### src/rtl/spi_mem_pkg.sv
package spi_mem_pkg;

  localparam logic [7:0] OP_WRSR  = 8'h01;
  localparam logic [7:0] OP_WRITE = 8'h02;
  localparam logic [7:0] OP_READ  = 8'h03;
  localparam logic [7:0] OP_WRDI  = 8'h04;
  localparam logic [7:0] OP_RDSR  = 8'h05;
  localparam logic [7:0] OP_WREN  = 8'h06;

  typedef enum logic [2:0] {
    PH_CMD, PH_AHI, PH_ALO, PH_RDDATA, PH_WRDATA, PH_STAT, PH_WRSTAT, PH_SKIP
  } phase_t;

  // status layout: bit7 protect-enable, bit3/bit2 block protect, bit1 latch, bit0 busy
  function automatic logic [7:0] pack_status(input logic wpen, input logic bp1,
                                             input logic bp0, input logic wel,
                                             input logic wip);
    return {wpen, 3'b000, bp1, bp0, wel, wip};
  endfunction

  // sequential read pointer: increments and rolls over at 2**aw
  function automatic logic [15:0] seq_next(input logic [15:0] a, input int unsigned aw);
    logic [15:0] m;
    m = 16'((32'd1 << aw) - 32'd1);
    return (a + 16'd1) & m;
  endfunction

  // write pointer: increments only the in-page bits
  function automatic logic [15:0] page_next(input logic [15:0] a, input int unsigned pw);
    logic [15:0] m;
    m = 16'((32'd1 << pw) - 32'd1);
    return (a & ~m) | ((a + 16'd1) & m);
  endfunction

endpackage

### src/rtl/spi_edge_sense.sv
module spi_edge_sense (
  input  logic clk,
  input  logic rst_n,
  input  logic sck,
  input  logic cs_n,
  input  logic hold_n,
  output logic rise_ev,
  output logic fall_ev,
  output logic end_ev
);
  logic sck_q;
  logic cs_q;
  logic live;

  always_ff @(posedge clk or negedge rst_n) begin
    if (!rst_n) begin
      sck_q <= 1'b0;
      cs_q  <= 1'b1;
    end else begin
      sck_q <= sck;
      cs_q  <= cs_n;
    end
  end

  assign live    = !cs_n && hold_n;
  assign rise_ev = live && sck && !sck_q;
  assign fall_ev = live && !sck && sck_q;
  assign end_ev  = cs_n && !cs_q;
endmodule

### src/rtl/spi_rx_shift.sv
module spi_rx_shift (
  input  logic       clk,
  input  logic       rst_n,
  input  logic       clr,
  input  logic       rise_ev,
  input  logic       si,
  output logic       byte_done,
  output logic [7:0] byte_val,
  output logic [2:0] bit_cnt
);
  logic [6:0] sh;

  always_ff @(posedge clk or negedge rst_n) begin
    if (!rst_n) begin
      sh      <= '0;
      bit_cnt <= '0;
    end else if (clr) begin
      bit_cnt <= '0;
    end else if (rise_ev) begin
      sh      <= {sh[5:0], si};
      bit_cnt <= bit_cnt + 3'd1;
    end
  end

  assign byte_done = rise_ev && (bit_cnt == 3'd7);
  assign byte_val  = {sh, si};
endmodule

### src/rtl/spi_tx_shift.sv
module spi_tx_shift (
  input  logic       clk,
  input  logic       rst_n,
  input  logic       clr,
  input  logic       fall_ev,
  input  logic       load,
  input  logic [7:0] load_val,
  output logic       so,
  output logic       byte_sent
);
  logic [7:0] out_sr;
  logic [2:0] cnt;

  always_ff @(posedge clk or negedge rst_n) begin
    if (!rst_n) begin
      out_sr <= '0;
      cnt    <= '0;
      so     <= 1'b0;
    end else begin
      if (clr) begin
        cnt <= '0;
      end else if (fall_ev) begin
        so     <= out_sr[7];
        out_sr <= {out_sr[6:0], 1'b0};
        cnt    <= cnt + 3'd1;
      end
      if (load) out_sr <= load_val;
    end
  end

  assign byte_sent = fall_ev && (cnt == 3'd7);
endmodule

### src/rtl/spi_mem_slave.sv
module spi_mem_slave
  import spi_mem_pkg::*;
#(
  parameter int ADDR_W = 11,
  parameter int PAGE_W = 4
) (
  input  logic              clk,
  input  logic              rst_n,
  input  logic              cs_n,
  input  logic              sck,
  input  logic              si,
  input  logic              hold_n,
  output logic              so,
  output logic              so_en,
  output logic              mem_rd,
  output logic [ADDR_W-1:0] mem_addr,
  input  logic [7:0]        mem_rdata,
  output logic              pw_valid,
  output logic [ADDR_W-1:0] pw_addr,
  output logic [7:0]        pw_data,
  output logic              pw_commit,
  output logic              pw_abort,
  input  logic              pw_busy,
  input  logic              pw_done
);
  localparam int HI_W = ADDR_W - 8;

  // named internal events
  logic       rise_ev, fall_ev, frame_end;
  logic       byte_done, tx_fall, tx_sent, tx_load;
  logic [7:0] byte_val, tx_val, status_now;
  logic [2:0] rx_cnt;

  phase_t            phase;
  logic [ADDR_W-1:0] cur_addr;
  logic              is_write, wel, wpen, bp1, bp0;
  logic              wren_armed, wr_got, wrsr_got, load_pend;
  logic [2:0]        wrsr_bits;

  spi_edge_sense u_edge (
    .clk(clk), .rst_n(rst_n), .sck(sck), .cs_n(cs_n), .hold_n(hold_n),
    .rise_ev(rise_ev), .fall_ev(fall_ev), .end_ev(frame_end)
  );

  spi_rx_shift u_rx (
    .clk(clk), .rst_n(rst_n), .clr(cs_n), .rise_ev(rise_ev), .si(si),
    .byte_done(byte_done), .byte_val(byte_val), .bit_cnt(rx_cnt)
  );

  assign status_now = pack_status(wpen, bp1, bp0, wel, pw_busy);
  assign tx_fall    = fall_ev && (phase == PH_RDDATA || phase == PH_STAT);
  assign tx_load    = (byte_done && phase == PH_CMD && byte_val == OP_RDSR)
                    || (tx_sent && phase == PH_STAT)
                    || (load_pend && phase == PH_RDDATA);
  assign tx_val     = load_pend ? mem_rdata : status_now;

  spi_tx_shift u_tx (
    .clk(clk), .rst_n(rst_n), .clr(cs_n), .fall_ev(tx_fall),
    .load(tx_load), .load_val(tx_val), .so(so), .byte_sent(tx_sent)
  );

  assign so_en = !cs_n && hold_n && (phase == PH_RDDATA || phase == PH_STAT);

  always_ff @(posedge clk or negedge rst_n) begin
    if (!rst_n) begin
      phase      <= PH_CMD;
      cur_addr   <= '0;
      is_write   <= 1'b0;
      wel        <= 1'b0;
      wpen       <= 1'b0;
      bp1        <= 1'b0;
      bp0        <= 1'b0;
      wren_armed <= 1'b0;
      wr_got     <= 1'b0;
      wrsr_got   <= 1'b0;
      wrsr_bits  <= '0;
      load_pend  <= 1'b0;
      mem_rd     <= 1'b0;
      mem_addr   <= '0;
      pw_valid   <= 1'b0;
      pw_addr    <= '0;
      pw_data    <= '0;
      pw_commit  <= 1'b0;
      pw_abort   <= 1'b0;
    end else begin
      mem_rd    <= 1'b0;
      pw_valid  <= 1'b0;
      pw_commit <= 1'b0;
      pw_abort  <= 1'b0;
      load_pend <= mem_rd;

      if (pw_done) wel <= 1'b0;

      if (frame_end) begin
        if (wren_armed) wel <= 1'b1;
        if (phase == PH_WRDATA && wr_got) begin
          if (rx_cnt == 3'd0) pw_commit <= 1'b1;
          else                pw_abort  <= 1'b1;
        end
        if (phase == PH_WRSTAT && wrsr_got && rx_cnt == 3'd0) begin
          wpen <= wrsr_bits[2];
          bp1  <= wrsr_bits[1];
          bp0  <= wrsr_bits[0];
          wel  <= 1'b0;
        end
        wren_armed <= 1'b0;
        wr_got     <= 1'b0;
        wrsr_got   <= 1'b0;
      end

      if (cs_n) begin
        phase <= PH_CMD;
      end else begin
        if (rise_ev) wren_armed <= 1'b0;
        if (byte_done) begin
          unique case (phase)
            PH_CMD: begin
              phase <= PH_SKIP;
              if (byte_val == OP_WREN) begin
                wren_armed <= 1'b1;
              end else if (byte_val == OP_WRDI) begin
                wel <= 1'b0;
              end else if (byte_val == OP_RDSR) begin
                phase <= PH_STAT;
              end else if (byte_val == OP_READ && !pw_busy) begin
                is_write <= 1'b0;
                phase    <= PH_AHI;
              end else if (byte_val == OP_WRITE && wel && !pw_busy) begin
                is_write <= 1'b1;
                phase    <= PH_AHI;
              end else if (byte_val == OP_WRSR && wel && !pw_busy) begin
                phase <= PH_WRSTAT;
              end
            end
            PH_AHI: begin
              cur_addr[ADDR_W-1:8] <= byte_val[HI_W-1:0];
              phase <= PH_ALO;
            end
            PH_ALO: begin
              cur_addr[7:0] <= byte_val;
              if (is_write) begin
                phase <= PH_WRDATA;
              end else begin
                phase    <= PH_RDDATA;
                mem_rd   <= 1'b1;
                mem_addr <= {cur_addr[ADDR_W-1:8], byte_val};
              end
            end
            PH_WRDATA: begin
              pw_valid <= 1'b1;
              pw_addr  <= cur_addr;
              pw_data  <= byte_val;
              cur_addr <= ADDR_W'(page_next(16'(cur_addr), PAGE_W));
              wr_got   <= 1'b1;
            end
            PH_WRSTAT: begin
              wrsr_bits <= {byte_val[7], byte_val[3], byte_val[2]};
              wrsr_got  <= 1'b1;
            end
            default: ;
          endcase
        end
        if (tx_sent && phase == PH_RDDATA) begin
          cur_addr <= ADDR_W'(seq_next(16'(cur_addr), ADDR_W));
          mem_addr <= ADDR_W'(seq_next(16'(cur_addr), ADDR_W));
          mem_rd   <= 1'b1;
        end
      end
    end
  end
endmodule

### config.mk
export PLATFORM = sky130hd
export DESIGN_NAME = spi_mem_slave
export DESIGN_NICKNAME = d
export VERILOG_FILES = /design/src/rtl/spi_mem_pkg.sv /design/src/rtl/spi_edge_sense.sv /design/src/rtl/spi_rx_shift.sv /design/src/rtl/spi_tx_shift.sv /design/src/rtl/spi_mem_slave.sv
export SDC_FILE = /design/constraint.sdc
export NUM_CORES = 1
export LEC_CHECK = 0
export ABC_CLOCK_PERIOD_IN_PS = 2960
export CELL_PAD_IN_SITES_DETAIL_PLACEMENT = 1
export CELL_PAD_IN_SITES_GLOBAL_PLACEMENT = 1
export CORE_ASPECT_RATIO = 2
export CORE_MARGIN = 4
export CORE_UTILIZATION = 47
export CTS_BUF_LIST = sky130_fd_sc_hd__clkbuf_4
export DETAILED_ROUTE_END_ITERATION = 16
export DONT_BUFFER_PORTS = 1
export HOLD_SLACK_MARGIN = 0.05
export PLACE_DENSITY_LB_ADDON = 0.1
export SETUP_SLACK_MARGIN = 0.3
export SYNTH_ARGS = -nofsm -noshare
export SYNTH_HDL_FRONTEND = slang
export SYNTH_HIERARCHICAL = 1
export SYNTH_SLANG_ARGS = --single-unit
### constraint.sdc
create_clock -name clk -period 2.96 [get_ports clk]
set_clock_uncertainty 0.15 [all_clocks]
set_input_delay 0.148 -clock clk [delete_from_list [all_inputs] [get_ports clk]]
set_output_delay 0.148 -clock clk [all_outputs]
set_load 0.01 [all_outputs]
==> metrics <==
Slew @ Worst Pin 1.099 ns; CTS tree done; Syn Area/Cell 11.22 um^2; Die H 143.1 um; final setup vio count 0; CORE AREA 0.008951 mm^2; Row Count 49; layout filler cell count 997; total power density per cell area 407.9 mW/mm^2; Syn Inst Count 382; Final Routed Wirelength 10790 um; Area Growth Syn to Fin 8.844%; worst skew pair latency 0.44 ns; Worst-path clk slew 0.13 ns; post-place setup slack 0.3365 ns; # clock sinks 84; Clock Tree Buf Depth 2; initial core utilization 0.4789; grt ovf 0; DR vias 3038; synthesis-stage register bit count 84; die width 75.53 um; Post-synth ARST share 1.000; Max Freq 393.6 MHz; number of vias per cell 5.992; Final Slew Violations 0; Tot GR Track Use 0.2132; Routed wire per std cell 21.28 um; final setup margin 0.4195 ns; endpoints failing hold 0; design area 0.004666 mm^2; final net count 421; CTS buffer count 9; max-cap violation count 0; TNS Setup 0 ns; Arrival @ worst endpoint 2.72 ns; # IOs 52; Placer Congestion 0.8897; vias in the first global route 3267; Die Footprint 0.01081 mm^2; CP endpoint kind flip-flop; root buffer cell clkbuf_4; post-synthesis cell area 0.004287 mm^2; syn_nets 403; leak pwr 2.148 nW; relative slew slack 0.2649; Worst Hold Class input pin to flip-flop; DP Area 0.004378 mm^2; layout cell share with drive strength beyond 1 0.2178; number of iterations in the first detailed-routing pass 4; synth unique cells 67; Max VDD drop 306.4 uV; remaining antenna violation count 0; top fanout value on the critical path 23; Sw Pwr 0.5089 mW; DP HPWL 7770 um; Comb pwr share 0.094; Switching Share 0.2674; # DRC 0; sequential fraction of the synthesis area 0.4907; ys flop type dfrtp_1; Post-synth EDFFs 0; unrepaired setup endpoints after global routing false; CP required 3.14 ns; sequential power share 0.615; Internal 1.394 mW; period utilization 0.8583; DRT iter0 DRCs 94; port bufs 0; status completed; H-tree Lvls 3; clock power share 0.291; yosys warns 6; CP Class flip-flop to flip-flop; crit start category flip-flop; first-pass GRT wire length 17100 um; antenna violations before repair 1; min cycle time layout 2.541 ns; largest net degree at the start of global routing 85; WHS 0.06503 ns; total power 1.903 mW
## cell usage after synthesis, drive strengths merged (2+ instances only)
cell type,n,area (um^2)
nand4,2,12.51
mux2i,10,100.1
xnor2,7,61.31
and4b,2,20.02
nand2b,7,46.30
mux2,38,427.9
a22o,7,61.31
a221o,7,70.07
nand3,6,35.03
nand2,30,112.6
and4bb,7,87.58
nor4,5,31.28
nor4bb,2,20.02
nor3b,3,22.52
o2bb2ai,3,32.53
and2b,3,27.53
nor2,20,75.07
xor2,4,35.03
o31ai,5,37.54
nand3b,2,15.01
nor2b,12,82.58
a31oi,2,12.51
a21oi,8,47.55
a21o,4,30.03
o21ai,23,118.9
dfrtp,83,2077
inv,9,33.78
clkbuf,6,23.77
buf,17,123.9
nor3,12,65.06
and3,6,37.54
ha,5,62.56
nand4b,2,32.53
or4,2,22.52
or3b,2,17.52
and2,6,38.79
## final timing paths
kind	start	endpoint	slack [ns]	depth (start not counted)
min in group asynchronous	rst_n	mem_addr[9]	0.12	2
worst max register to register	u_edge/sck_q	u_tx/out_sr[1]	0.42	8
max in group asynchronous	rst_n	u_edge/cs_q	2.19	2
worst min register to register	mem_rd	load_pend	0.32	0
worst max-delay path	u_edge/sck_q	u_tx/out_sr[1]	0.42	8
worst min-delay path	sck	u_rx/bit_cnt[1]	0.07	3
## state kept, by name, indices dropped and copies added, names as in the netlist, 3 cells and up
register	count
phase	3
u_rx/bit_cnt	3
u_tx/out_sr	8
pw_data	8
u_tx/cnt	3
cur_addr	11
wrsr_bits	3
mem_addr	11
u_rx/sh	7
pw_addr	11
## power groups by stage
stage          clock network, mW  logic [mW]  registers, mW
4_1_cts                    0.579       0.183           1.17
3_5_place_dp                   0       0.129           1.19
3_3_place_gp                   0       0.126           1.19
2_1_floorplan                  0      0.0676           1.20
6_report                   0.554       0.179           1.17
5_1_grt                    0.629       0.197           1.17
## per-layer routing
metal | track usage | wire, um
met1 | 0.2202 | 3896
met2 | 0.3853 | 6028
met3 | 0.04651 | 400
met4 | 0.1078 | 460
met5 | 0 | 0
## cell type report
type                       count  area [um^2]  share of cell area
clock buffer                   9        67.56             0.01448
inverter                       9        33.78            0.007241
tap                          102        127.6             0.02735
timing repair buffer          30        286.5             0.06141
multi-input combinational    266         2012              0.4312
antenna                        1        2.502           0.0005363
clock inverter                 6        32.53            0.006972
sequential                    84         2103              0.4508
## placed cells by master (no fill, tap or decap), drive strengths merged, types with 7 or more instances in the layout
cell type / instances
a22o: 7
nor2: 20
clkbuf: 9
mux2i: 10
dfrtp: 83
dlygate4sd3: 15
nand2: 30
a221o: 7
nor2b: 12
a21oi: 8
and4bb: 7
inv: 9
nor3: 12
mux2: 38
buf: 15
o21ai: 23
nand2b: 7
xnor2: 7
## through the flow
stage	instances	util
after floorplan	382	-
after global placement	475	0.4891
after detailed placement	475	0.4891
after CTS	506	0.5201
after global routing	507	0.5212
final	507	0.5212
## repair_timing
| action | CTS | global route |
|---|---|---|
| hold buffers | 16 | 0 |
| buffers inserted | 0 | 0 |
| endpoints found under the setup margin | 0 | 7 |
| resized for setup | 0 | 3 |
| hold endpoints to repair | 132 | 0 |
## cells by family after synthesis
logic type	count (synthesis)	synth area share
AOI/OAI and AO/OA	71	0.1197
buffers and inverters	32	0.04232
adders and majority gates	5	0.01459
and+or+nand+nor	131	0.1871
xor gates and xnor gates	11	0.02247
muxes	48	0.1232
DFF	84	0.4907
## critical path, cell delays in order (launching register included)
cell,delay [ns]
dfrtp_1,0.39
and4bb_2,0.38
and2_2,0.26
nor2b_2,0.23
nand2_1,0.12
o21ai_2,0.17
buf_6,0.20
and2b_2,0.24
a221o_1,0.31
Note: power is estimated with default switching activity, not from simulation.
